**src/rtl/ahbw_pkg.sv**
```systemverilog
package ahbw_pkg;

    localparam int DATA_W    = 32;
    localparam int BUS_BYTES = DATA_W / 8;

    typedef enum logic [1:0] {
        TR_IDLE   = 2'b00,
        TR_BUSY   = 2'b01,
        TR_NONSEQ = 2'b10,
        TR_SEQ    = 2'b11
    } trans_t;

    typedef enum logic [1:0] {
        PH_NONE  = 2'd0,
        PH_READ  = 2'd1,
        PH_WRITE = 2'd2
    } phase_kind_t;

    // Only NONSEQ and SEQ move data
    function automatic logic moves_data(input logic [1:0] tr);
        return (tr == TR_NONSEQ) || (tr == TR_SEQ);
    endfunction

    // Byte lane enables for a sized access at a byte offset in the word
    function automatic logic [BUS_BYTES-1:0] lane_enables(input logic [2:0] sz,
                                                          input logic [1:0] off);
        logic [BUS_BYTES-1:0] en;
        case (sz)
            3'd0:    en = 4'b0001 << off;
            3'd1:    en = off[1] ? 4'b1100 : 4'b0011;
            default: en = 4'b1111;
        endcase
        return en;
    endfunction

endpackage

```
**src/rtl/ahbw_addr_stage.sv**
```systemverilog
module ahbw_addr_stage
    import ahbw_pkg::*;
#(
    parameter int ADDR_W = 6
) (
    input  logic              clk,
    input  logic              rst,
    input  logic              ready_i,
    input  logic              sel_i,
    input  logic [1:0]        trans_i,
    input  logic              write_i,
    input  logic [ADDR_W-1:0] addr_i,
    input  logic [2:0]        size_i,
    output phase_kind_t       kind_q,
    output logic [ADDR_W-1:0] addr_q,
    output logic [2:0]        size_q
);

    phase_kind_t kind_d;

    always_comb begin
        if (!sel_i || !moves_data(trans_i)) begin
            kind_d = PH_NONE;
        end else if (write_i) begin
            kind_d = PH_WRITE;
        end else begin
            kind_d = PH_READ;
        end
    end

    // The address stage advances only when the bus ready is high
    always_ff @(posedge clk) begin
        if (rst) begin
            kind_q <= PH_NONE;
            addr_q <= '0;
            size_q <= '0;
        end else if (ready_i) begin
            kind_q <= kind_d;
            addr_q <= addr_i;
            size_q <= size_i;
        end
    end

endmodule

```
**src/rtl/ahbw_wait_ctrl.sv**
```systemverilog
module ahbw_wait_ctrl #(
    parameter int WAIT_RD = 1
) (
    input  logic clk,
    input  logic rst,
    input  logic load_i,
    output logic stall_o
);

    localparam int CW = (WAIT_RD < 2) ? 1 : $clog2(WAIT_RD + 1);

    generate
        if (WAIT_RD == 0) begin : g_nowait
            logic unused_ok;
            assign unused_ok = clk ^ rst ^ load_i;
            assign stall_o   = 1'b0;
        end else begin : g_wait
            logic [CW-1:0] cnt_q;

            always_ff @(posedge clk) begin
                if (rst) begin
                    cnt_q <= '0;
                end else if (load_i) begin
                    cnt_q <= CW'(WAIT_RD);
                end else if (cnt_q != '0) begin
                    cnt_q <= cnt_q - 1'b1;
                end
            end

            assign stall_o = (cnt_q != '0);
        end
    endgenerate

endmodule

```
**src/rtl/ahbw_regfile.sv**
```systemverilog
module ahbw_regfile
    import ahbw_pkg::*;
#(
    parameter int DEPTH = 16
) (
    input  logic                     clk,
    input  logic                     rst,
    input  logic                     we_i,
    input  logic [$clog2(DEPTH)-1:0] idx_i,
    input  logic [BUS_BYTES-1:0]     be_i,
    input  logic [DATA_W-1:0]        wdata_i,
    output logic [DATA_W-1:0]        rdata_o
);

    logic [DATA_W-1:0] mem_q [DEPTH];

    generate
        for (genvar w = 0; w < DEPTH; w++) begin : g_word
            for (genvar b = 0; b < BUS_BYTES; b++) begin : g_lane
                always_ff @(posedge clk) begin
                    if (rst) begin
                        mem_q[w][8*b +: 8] <= '0;
                    end else if (we_i && be_i[b] && (idx_i == w)) begin
                        mem_q[w][8*b +: 8] <= wdata_i[8*b +: 8];
                    end
                end
            end
        end
    endgenerate

    assign rdata_o = mem_q[idx_i];

endmodule

```
**src/rtl/ahbw_slave.sv**
```systemverilog
module ahbw_slave
    import ahbw_pkg::*;
#(
    parameter int DEPTH   = 16,
    parameter int ADDR_W  = $clog2(DEPTH) + 2,
    parameter int WAIT_RD = 1
) (
    input  logic              clk,
    input  logic              rst,
    input  logic              sel_i,
    input  logic [ADDR_W-1:0] addr_i,
    input  logic [1:0]        trans_i,
    input  logic              write_i,
    input  logic [2:0]        size_i,
    input  logic [31:0]       wdata_i,
    input  logic              ready_i,
    output logic              ready_o,
    output logic              resp_o,
    output logic [31:0]       rdata_o
);

    localparam int IDX_W = $clog2(DEPTH);

    phase_kind_t          dp_kind;
    logic [ADDR_W-1:0]    dp_addr;
    logic [2:0]           dp_size;
    logic                 stall;
    logic                 rd_load;
    logic                 mem_we;
    logic [IDX_W-1:0]     mem_idx;
    logic [BUS_BYTES-1:0] mem_be;
    logic [DATA_W-1:0]    mem_rdata;

    ahbw_addr_stage #(.ADDR_W(ADDR_W)) u_addr (
        .clk     (clk),
        .rst     (rst),
        .ready_i (ready_i),
        .sel_i   (sel_i),
        .trans_i (trans_i),
        .write_i (write_i),
        .addr_i  (addr_i),
        .size_i  (size_i),
        .kind_q  (dp_kind),
        .addr_q  (dp_addr),
        .size_q  (dp_size)
    );

    // A read recorded on this edge starts the wait countdown
    assign rd_load = ready_i && sel_i && moves_data(trans_i) && !write_i;

    ahbw_wait_ctrl #(.WAIT_RD(WAIT_RD)) u_wait (
        .clk     (clk),
        .rst     (rst),
        .load_i  (rd_load),
        .stall_o (stall)
    );

    assign mem_idx = dp_addr[IDX_W+1:2];
    assign mem_be  = lane_enables(dp_size, dp_addr[1:0]);
    assign mem_we  = (dp_kind == PH_WRITE) && !stall;

    ahbw_regfile #(.DEPTH(DEPTH)) u_mem (
        .clk     (clk),
        .rst     (rst),
        .we_i    (mem_we),
        .idx_i   (mem_idx),
        .be_i    (mem_be),
        .wdata_i (wdata_i),
        .rdata_o (mem_rdata)
    );

    assign ready_o = !stall;
    assign resp_o  = 1'b0;
    assign rdata_o = ((dp_kind == PH_READ) && !stall) ? mem_rdata : '0;

endmodule

```
**config.mk**
```make
export PLATFORM = sky130hd
export DESIGN_NAME = ahbw_slave
export DESIGN_NICKNAME = d
export VERILOG_FILES = /design/src/rtl/ahbw_pkg.sv /design/src/rtl/ahbw_addr_stage.sv /design/src/rtl/ahbw_wait_ctrl.sv /design/src/rtl/ahbw_regfile.sv /design/src/rtl/ahbw_slave.sv
export SDC_FILE = /design/constraint.sdc
export NUM_CORES = 1
export LEC_CHECK = 0
export ABC_AREA = 1
export BUFFER_PORTS_ARGS = -buffer_cell sky130_fd_sc_hd__clkbuf_2
export CELL_PAD_IN_SITES_DETAIL_PLACEMENT = 1
export CELL_PAD_IN_SITES_GLOBAL_PLACEMENT = 2
export CORE_MARGIN = 10
export CORE_UTILIZATION = 36
export DETAILED_ROUTE_END_ITERATION = 10
export PLACE_DENSITY_LB_ADDON = 0.2
export SYNTH_ARGS = -nofsm -noshare
export SYNTH_HDL_FRONTEND = slang
export SYNTH_SLANG_ARGS = --single-unit
```
**constraint.sdc**
```tcl
create_clock -name clk -period 1.73 [get_ports clk]
set_clock_uncertainty 0.05 [all_clocks]
set_input_delay 0.173 -clock clk [delete_from_list [all_inputs] [get_ports clk]]
set_output_delay 0.173 -clock clk [all_outputs]
set_load 0.02 [all_outputs]
```
==> load_flow_metrics.sql, run 1 <==
INSERT INTO impl_metrics (metric_group, metric, value, unit) VALUES
('worst_setup_path', 'worstSetupPathDepth', '9', ''),
('sta', 'period_share', '146.3', '%'),
('worst_setup_path', 'worst-r2r-cell-count', '9', ''),
('sta', 'rel_slew_slack', '57.85', '%'),
('placed_design', 'dpl_cell_area', '30420', 'um^2'),
('synth', 'post_synth.cell_area_avg', '9.077', 'um^2'),
('worst_setup_path', 'worstPathMaxFanout', '18', ''),
('worst_setup_path', 'critical_path.startpoint_type', 'flop', ''),
('clock_network', 'cts_made_buffers', '59', ''),
('power', 'power.switching', '7935', 'uW'),
('min_path', 'min_delay_worst_endpoint', 'u_mem.mem_q[11][5]', ''),
('detailed_routing', 'avgRoutedWirePerCell', '21.23', 'um'),
('clock_network', 'max_buffers_root_to_sink', '3', ''),
('layout', 'layout_cells_sized_above_1', '23.56', '%'),
('sta', 'max_freq', '0.3950', 'GHz'),
('synth', 'synth_cells', '2896', ''),
('clock_network', 'cts.root.buffer_cell', 'clkbuf_16', ''),
('worst_setup_path', 'crit-reg2reg-capture', 'u_mem.mem_q[15][17]', ''),
('placed_design', 'place_congestion', '0.7954', ''),
('power', 'internal-power', '23680', 'uW'),
('sta', 'timing.final.ws_setup', '-0.8016', 'ns'),
('sta', 'layout_min_cycle_time', '2.532', 'ns'),
('synth', 'adder_cell_share_of_the_synthesized_area', '0', '%'),
('synth', 'ys_ff_latch', '528', ''),
('clock_network', 'tritoncts', 'yes', ''),
('power', 'irDropWorstVdd', '736.4', 'uV'),
('synth', 'synth.cell_area', '26290', 'um^2'),
('synth', 'post_synthesis_cell_type_count', '26', ''),
('synth', 'synth_top_family_by_area', 'simple AND/OR/NAND/NOR gates', ''),
('detailed_routing', 'dr.first_iter.drc_count', '1284', ''),
('power', 'seqPwrFrac', '46.1', '%'),
('detailed_routing', 'route.detailed.vias_per_inst', '4.951', ''),
('die', 'core_region_area', '72710', 'um^2'),
('global_route', 'number_of_global_route_vias_before_repair', '22040', ''),
('sta', 'hold_violations', '0', ''),
('worst_setup_path', 'timing.reg2reg.setup_slack', '-0.06', 'ns'),
('die', 'num_rows', '99', ''),
('die', 'ioPinCount', '82', ''),
('layout', 'insertedDiodeCount', '0', ''),
('synth', 'synthSimpleGateAreaFrac', '31.74', '%'),
('global_route', 'grt.total_usage', '20.07', '%'),
('power', 'post-layout-total-power', '31610', 'uW'),
('worst_setup_path', 'critical-path-top-cell-by-count', 'nand3_1', ''),
('power', 'sw_frac_of_total', '25.10', '%'),
('synth', 'mappedNetlistNets', '2944', ''),
('worst_setup_path', 'data_required_critical_path', '1.51', 'ns'),
('sta', 'finalSetupViolCount', '282', ''),
('layout', 'area_delta_synth_final', '30.75', '%'),
('synth', 'yosysWarnings', '0', ''),
('synth', 'yosysSeqAreaShare', '59.70', '%'),
('worst_setup_path', 'setup.worst_path.end_class', 'output port', ''),
('power', 'pwr-share-clk', '41.1', '%'),
('status', 'violated_checks', 'setup timing', ''),
('synth', 'yosys.area_share.xor_xnor', '0', '%'),
('sta', 'tns', '-29.56', 'ns'),
('min_path', 'hold_path.startpoint', 'wdata_i[5]', ''),
('status', 'status', 'finished, violations left', ''),
('global_route', 'grt_start_max_net_pins', '49', ''),
('layout', 'fillers', '8070', ''),
('clock_network', 'clk_transition_reported_paths', '0.06', 'ns'),
('placed_design', 'io_buffers', '79', ''),
('detailed_routing', 'drcViolationCount', '0', ''),
('sta', 'slew_violations', '0', ''),
('layout', 'final_core_util', '47.27', '%'),
('detailed_routing', 'drt-pass1-iter-count', '5', ''),
('power', 'static_power_due_to_leakage', '0.01453', 'uW'),
('worst_setup_path', 'cpPeakStageDelay', '0.40', 'ns'),
('job', 'maxCapViolations', '0', ''),
('placed_design', 'hpwlAfterDp', '57300', 'um'),
('worst_setup_path', 'timing.setup.critical_path_class', 'reg2out', ''),
('die', 'start_util', '36.15', '%');
==> repair_timing <==
item                                    CTS  global route
endpoints found under the setup margin  279           861
pin swaps                                 4            48
hold buffers                             19             0
buffers inserted                         14            10
gates cloned                              6            13
gates resized for setup                 118           193
endpoints found under the hold margin    28             0
==> how the worst max path moves through the flow <==
stage | startpoint | endpoint
4_1_cts | flop | rdata_o[9]
3_5_place_dp | flop | rdata_o[0]
2_1_floorplan | u_addr.size_q[2] | u_mem.mem_q[13][16]
3_3_place_gp | flop | rdata_o[17]
6_report | flop | rdata_o[6]
5_1_grt | flop | rdata_o[13]
==> stage by stage <==
stage | worst slack (ns) | cells | hold slack [ns]
floorplan | 0.05832 | 2896 | 0.2066
global placement | -0.2434 | 4009 | 0.3144
detailed placement | -0.2574 | 4009 | 0.3337
CTS | -0.8540 | 4157 | 0.00009420
global route | -0.8883 | 4180 | 0.02870
finish | -0.8016 | 4180 | 0.03326
==> routing by layer <==
metal	track usage, %	routed length [um]	up-vias
met5	0	0	-
met4	6.156	2554	0
met3	2.848	3192	143
met2	35.49	44930	353
met1	24.93	38050	10380
li1	-	-	9824
==> placed cells by master (no fill, tap or decap), drive strengths merged <==
cell type	instances
a21oi	38
a31o	1
buf	295
bufinv	9
clkbuf	144
clkinv	29
clkinvlp	1
conb	1
dfxtp	16
dlygate4sd3	19
edfxtp	512
inv	304
nand2	919
nand3	385
nand4	1
nor2	536
nor3	1
o21ai	9
o32ai	1
==> Yosys cell counts (all sizes together) <==
| master | instances | share of area, % |
|---|---|---|
| inv | 306 | 4.4 |
| clkinv | 1 | 0.019 |
| nor2 | 536 | 8.4 |
| nor3 | 1 | 0.038 |
| conb | 1 | 0.014 |
| o32ai | 1 | 0.033 |
| buf | 97 | 2.2 |
| o21ai | 9 | 0.17 |
| clkbuf | 72 | 1.0 |
| nand2 | 919 | 13 |
| dfxtp | 16 | 1.2 |
| nand4 | 1 | 0.024 |
| a21oi | 38 | 0.72 |
| a31o | 1 | 0.033 |
| nand3 | 385 | 10 |
| edfxtp | 512 | 58 |
==> power by group through the flow <==
stage	Sequential, uW	Clock, uW	Combinational [uW]
floorplan	14800	0	1790
global placement	14800	0	3470
detailed placement	14800	0	3530
CTS	14600	13200	3810
global route	14600	13700	4360
finish	14600	13000	4050
==> registers in the layout, summed over array words and instances, names as in the netlist, named ones only <==
name            flops
u_mem.mem_q       512
u_addr.addr_q       6
u_addr.size_q       3
u_addr.kind_q       2
u_wait.stall_o      1
==> cells by family after synthesis <==
| group | after synthesis |
|---|---|
| compound gates | 49 |
| buf+inv | 476 |
| flops | 528 |
| other cells | 1 |
| simple gates | 1842 |
==> layout make-up <==
| cell class | instances | share of cell area, % |
|---|---|---|
| sequential | 528 | 45.71 |
| multi-input combinational | 1892 | 27.29 |
| timing repair buffer | 383 | 14.16 |
| clock buffer | 75 | 4.594 |
| tap | 959 | 3.491 |
| inverter | 307 | 3.487 |
| clock inverter | 34 | 1.132 |
| timing repair inverter | 2 | 0.1347 |
==> worst reg2reg max path: cells and delay by family (launching register included) <==
kind                   cells  cell delay [ns]
buffers and inverters      5             0.67
flip-flops                 1             0.32
AND/OR/NAND/NOR            4             0.47
No activity file was read; power rests on OpenSTA's default activity.
==> inputs of run 2 (changes only) <==
- CTS_CLUSTER_DIAMETER: unset -> 60
- REMOVE_ABC_BUFFERS: unset -> 1
==> load_flow_metrics.sql, run 2 (synthesis results as in run 1) <==
INSERT INTO impl_metrics (metric_group, metric, value, unit) VALUES
('detailed_routing', 'drcViolationCount', '0', ''),
('clock_network', 'max_buffers_root_to_sink', '3', ''),
('power', 'power.switching', '8088', 'uW'),
('worst_setup_path', 'cp_data_arrival_time', '2.30', 'ns'),
('detailed_routing', 'drt.antenna.violating_nets', '0', ''),
('power', 'irDropWorstVdd', '749.4', 'uV'),
('die', 'die-area', '84230', 'um^2'),
('detailed_routing', 'finalWirelength', '89390', 'um'),
('die', 'num_rows', '99', ''),
('layout', 'largest_register', 'u_mem.mem_q', ''),
('min_path', 'whs_path_depth', '4', ''),
('sta', 'period_share', '146.0', '%'),
('sta', 'grt_setup_unrepaired', 'true', ''),
('power', 'power.share.combinational', '13.5', '%'),
('clock_network', 'cts_made_buffers', '60', ''),
('detailed_routing', 'avgRoutedWirePerCell', '21.44', 'um'),
('placed_design', 'io_buffers', '79', ''),
('job', 'maxCapViolations', '0', ''),
('die', 'floorplan.die.height', '290.2', 'um'),
('sta', 'timing.final.ws_setup', '-0.7959', 'ns'),
('layout', 'nNetsFinal', '3210', ''),
('power', 'seqPwrFrac', '46.6', '%'),
('placed_design', 'dp.cells', '3997', ''),
('layout', 'largest_reg_flops', '512', ''),
('sta', 'layout_min_cycle_time', '2.526', 'ns'),
('die', 'core_region_area', '72710', 'um^2'),
('layout', 'area_delta_synth_final', '33.57', '%'),
('sta', 'hold_violations', '0', ''),
('detailed_routing', 'route.detailed.vias_per_inst', '4.996', ''),
('status', 'status', 'finished, violations left', ''),
('sta', 'slew_violations', '0', ''),
('sta', 'finalSetupViolCount', '726', ''),
('power', 'post-layout-total-power', '31260', 'uW'),
('global_route', 'wire_length_of_the_first_global_routing_pass', '134800', 'um'),
('worst_setup_path', 'data_required_critical_path', '1.51', 'ns'),
('min_path', 'hp-class', 'in2reg', ''),
('layout', 'layout.cells.most_common', 'nand2_1', ''),
('clock_network', 'clkLatencyLatePin', '0.64', 'ns'),
('clock_network', 'cts-htree-levels', '2', ''),
('global_route', 'grt_start_max_net_pins', '40', ''),
('global_route', 'number_of_global_route_vias_before_repair', '22320', ''),
('placed_design', 'hpwlAfterDp', '58110', 'um'),
('worst_setup_path', 'worstPathMaxFanout', '16', ''),
('detailed_routing', 'num_vias', '20830', ''),
('global_route', 'grt.total_usage', '20.63', '%'),
('global_route', 'antenna_violations_before_repair', '0', ''),
('clock_network', 'clk_transition_reported_paths', '0.06', 'ns'),
('layout', 'instances_no_fill', '4169', ''),
('power', 'sw_frac_of_total', '25.88', '%'),
('power', 'pwr-share-clk', '39.8', '%'),
('power', 'internal-power', '23170', 'uW'),
('worst_setup_path', 'critical_path.startpoint_type', 'flop', ''),
('placed_design', 'place_congestion', '0.8001', ''),
('layout', 'final_cell_mix', 'nand2_1 (818), edfxtp_1 (512), nor2_1 (454)', ''),
('die', 'chipWidth', '290.2', 'um'),
('detailed_routing', 'dr.first_iter.drc_count', '1299', ''),
('sta', 'timing_worst_slew_pin_value', '0.6218', 'ns'),
('power', 'static_power_due_to_leakage', '0.01470', 'uW'),
('worst_setup_path', 'worst-r2r-cell-count', '10', ''),
('power', 'power_per_cell_area', '890.2', 'nW/um^2'),
('sta', 'rel_slew_slack', '58.50', '%'),
('layout', 'layout_cells_sized_above_1', '27.48', '%'),
('worst_setup_path', 'setup.worst_path.end_class', 'output port', ''),
('die', 'ioPinCount', '82', ''),
('die', 'start_util', '36.15', '%'),
('global_route', 'grt_overflow_total', '0', ''),
('clock_network', 'cts.root.buffer_cell', 'clkbuf_16', ''),
('layout', 'insertedDiodeCount', '0', ''),
('clock_network', 'clkSinkCount', '528', ''),
('status', 'violated_checks', 'setup timing', ''),
('worst_setup_path', 'timing.setup.critical_path_class', 'reg2out', ''),
('sta', 'max_freq', '0.3959', 'GHz'),
('clock_network', 'tritoncts', 'yes', ''),
('detailed_routing', 'drt-pass1-iter-count', '5', ''),
('layout', 'biggest_regs', 'u_mem.mem_q (512), u_addr.addr_q (6), u_addr.size_q (3)', '');
[run 2: changes by cell type in the layout (fill, tap and decap cells not counted), moves of 9 or more]
| cell | change |
|---|---|
| nand2_1 | -58 |
| nand2_4 | +10 |
| buf_12 | -9 |
| nand2_2 | +38 |
| nor2_2 | +15 |
| clkbuf_8 | +17 |
| buf_4 | -25 |
| nand3_1 | -55 |
| nand2_8 | +10 |
| buf_16 | +11 |
| nand3_2 | +52 |
| nor2_1 | -18 |
[run 2: layout make-up]
type	count	area, um^2
Timing Repair inverter	3	50.05
Clock inverter	33	286.5
Tap cell	959	1200
Fill cell	7987	37600
Timing Repair Buffer	370	4965
Clock buffer	77	1587
Multi-Input combinational cell	1892	10100
Inverter	307	1212
Sequential cell	528	15710
[run 2: stage by stage]
step                      util [%]  hold WS (ns)  instance area (um^2)   TNS, ns  setup slack (ns)
after floorplan                  -        0.2066                 25450  -4074.82            -7.860
after global placement       41.63        0.3195                 30270    -9.839           -0.3452
after detailed placement     41.63        0.3208                 30270    -23.24           -0.3381
after CTS                    46.98      0.003035                 34160    -32.99           -0.8480
after global routing         48.29       0.03818                 35110   -137.46           -0.9010
final                        48.29       0.02884                 35110    -77.28           -0.7959
[run 2: worst paths after layout]
| path | start | endpoint | slack, ns |
|---|---|---|---|
| min reg2reg | u_addr.addr_q[1] | u_addr.addr_q[1] | 0.48 |
| max reg2reg | u_addr.kind_q[0] | u_mem.mem_q[9][11] | -0.19 |
| min | wdata_i[6] | u_mem.mem_q[11][6] | 0.03 |
| max | flop | rdata_o[26] | -0.80 |
[run 2: repair_timing]
| action | 4_1_cts | 5_1_grt |
|---|---|---|
| resized for setup | 298 | 220 |
| endpoints found under the setup margin | 524 | 952 |
| pin swaps | 48 | 61 |
| buffers inserted | 19 | 12 |
| hold endpoints to repair | 17 | 0 |
| gates cloned | 15 | 8 |
| hold buffers | 16 | 0 |
[run 2: power by group through the flow]
| stage | Clock [uW] | Combinational (uW) | Sequential [uW] |
|---|---|---|---|
| after floorplan | 0 | 1620 | 14900 |
| after global placement | 0 | 3440 | 14800 |
| after detailed placement | 0 | 3490 | 14800 |
| after CTS | 12600 | 4050 | 14600 |
| after global routing | 13100 | 4560 | 14600 |
| final | 12400 | 4230 | 14600 |
[run 2: critical path, stage by stage, from the launching register on]
cell and delay [ns]:
dfxtp_4 0.36, buf_12 0.16, buf_16 0.17, buf_16 0.17, nand2_1 0.09, nand3_1 0.10
nand3_1 0.09, nand3_1 0.10, a21oi_2 0.22, clkbuf_8 0.18
[run 2: layer usage]
layer	part of all wire [%]	track usage [%]
met5	0	0
met4	2.9	6.358
met3	3.1	2.353
met2	51	37.22
met1	43	25.36
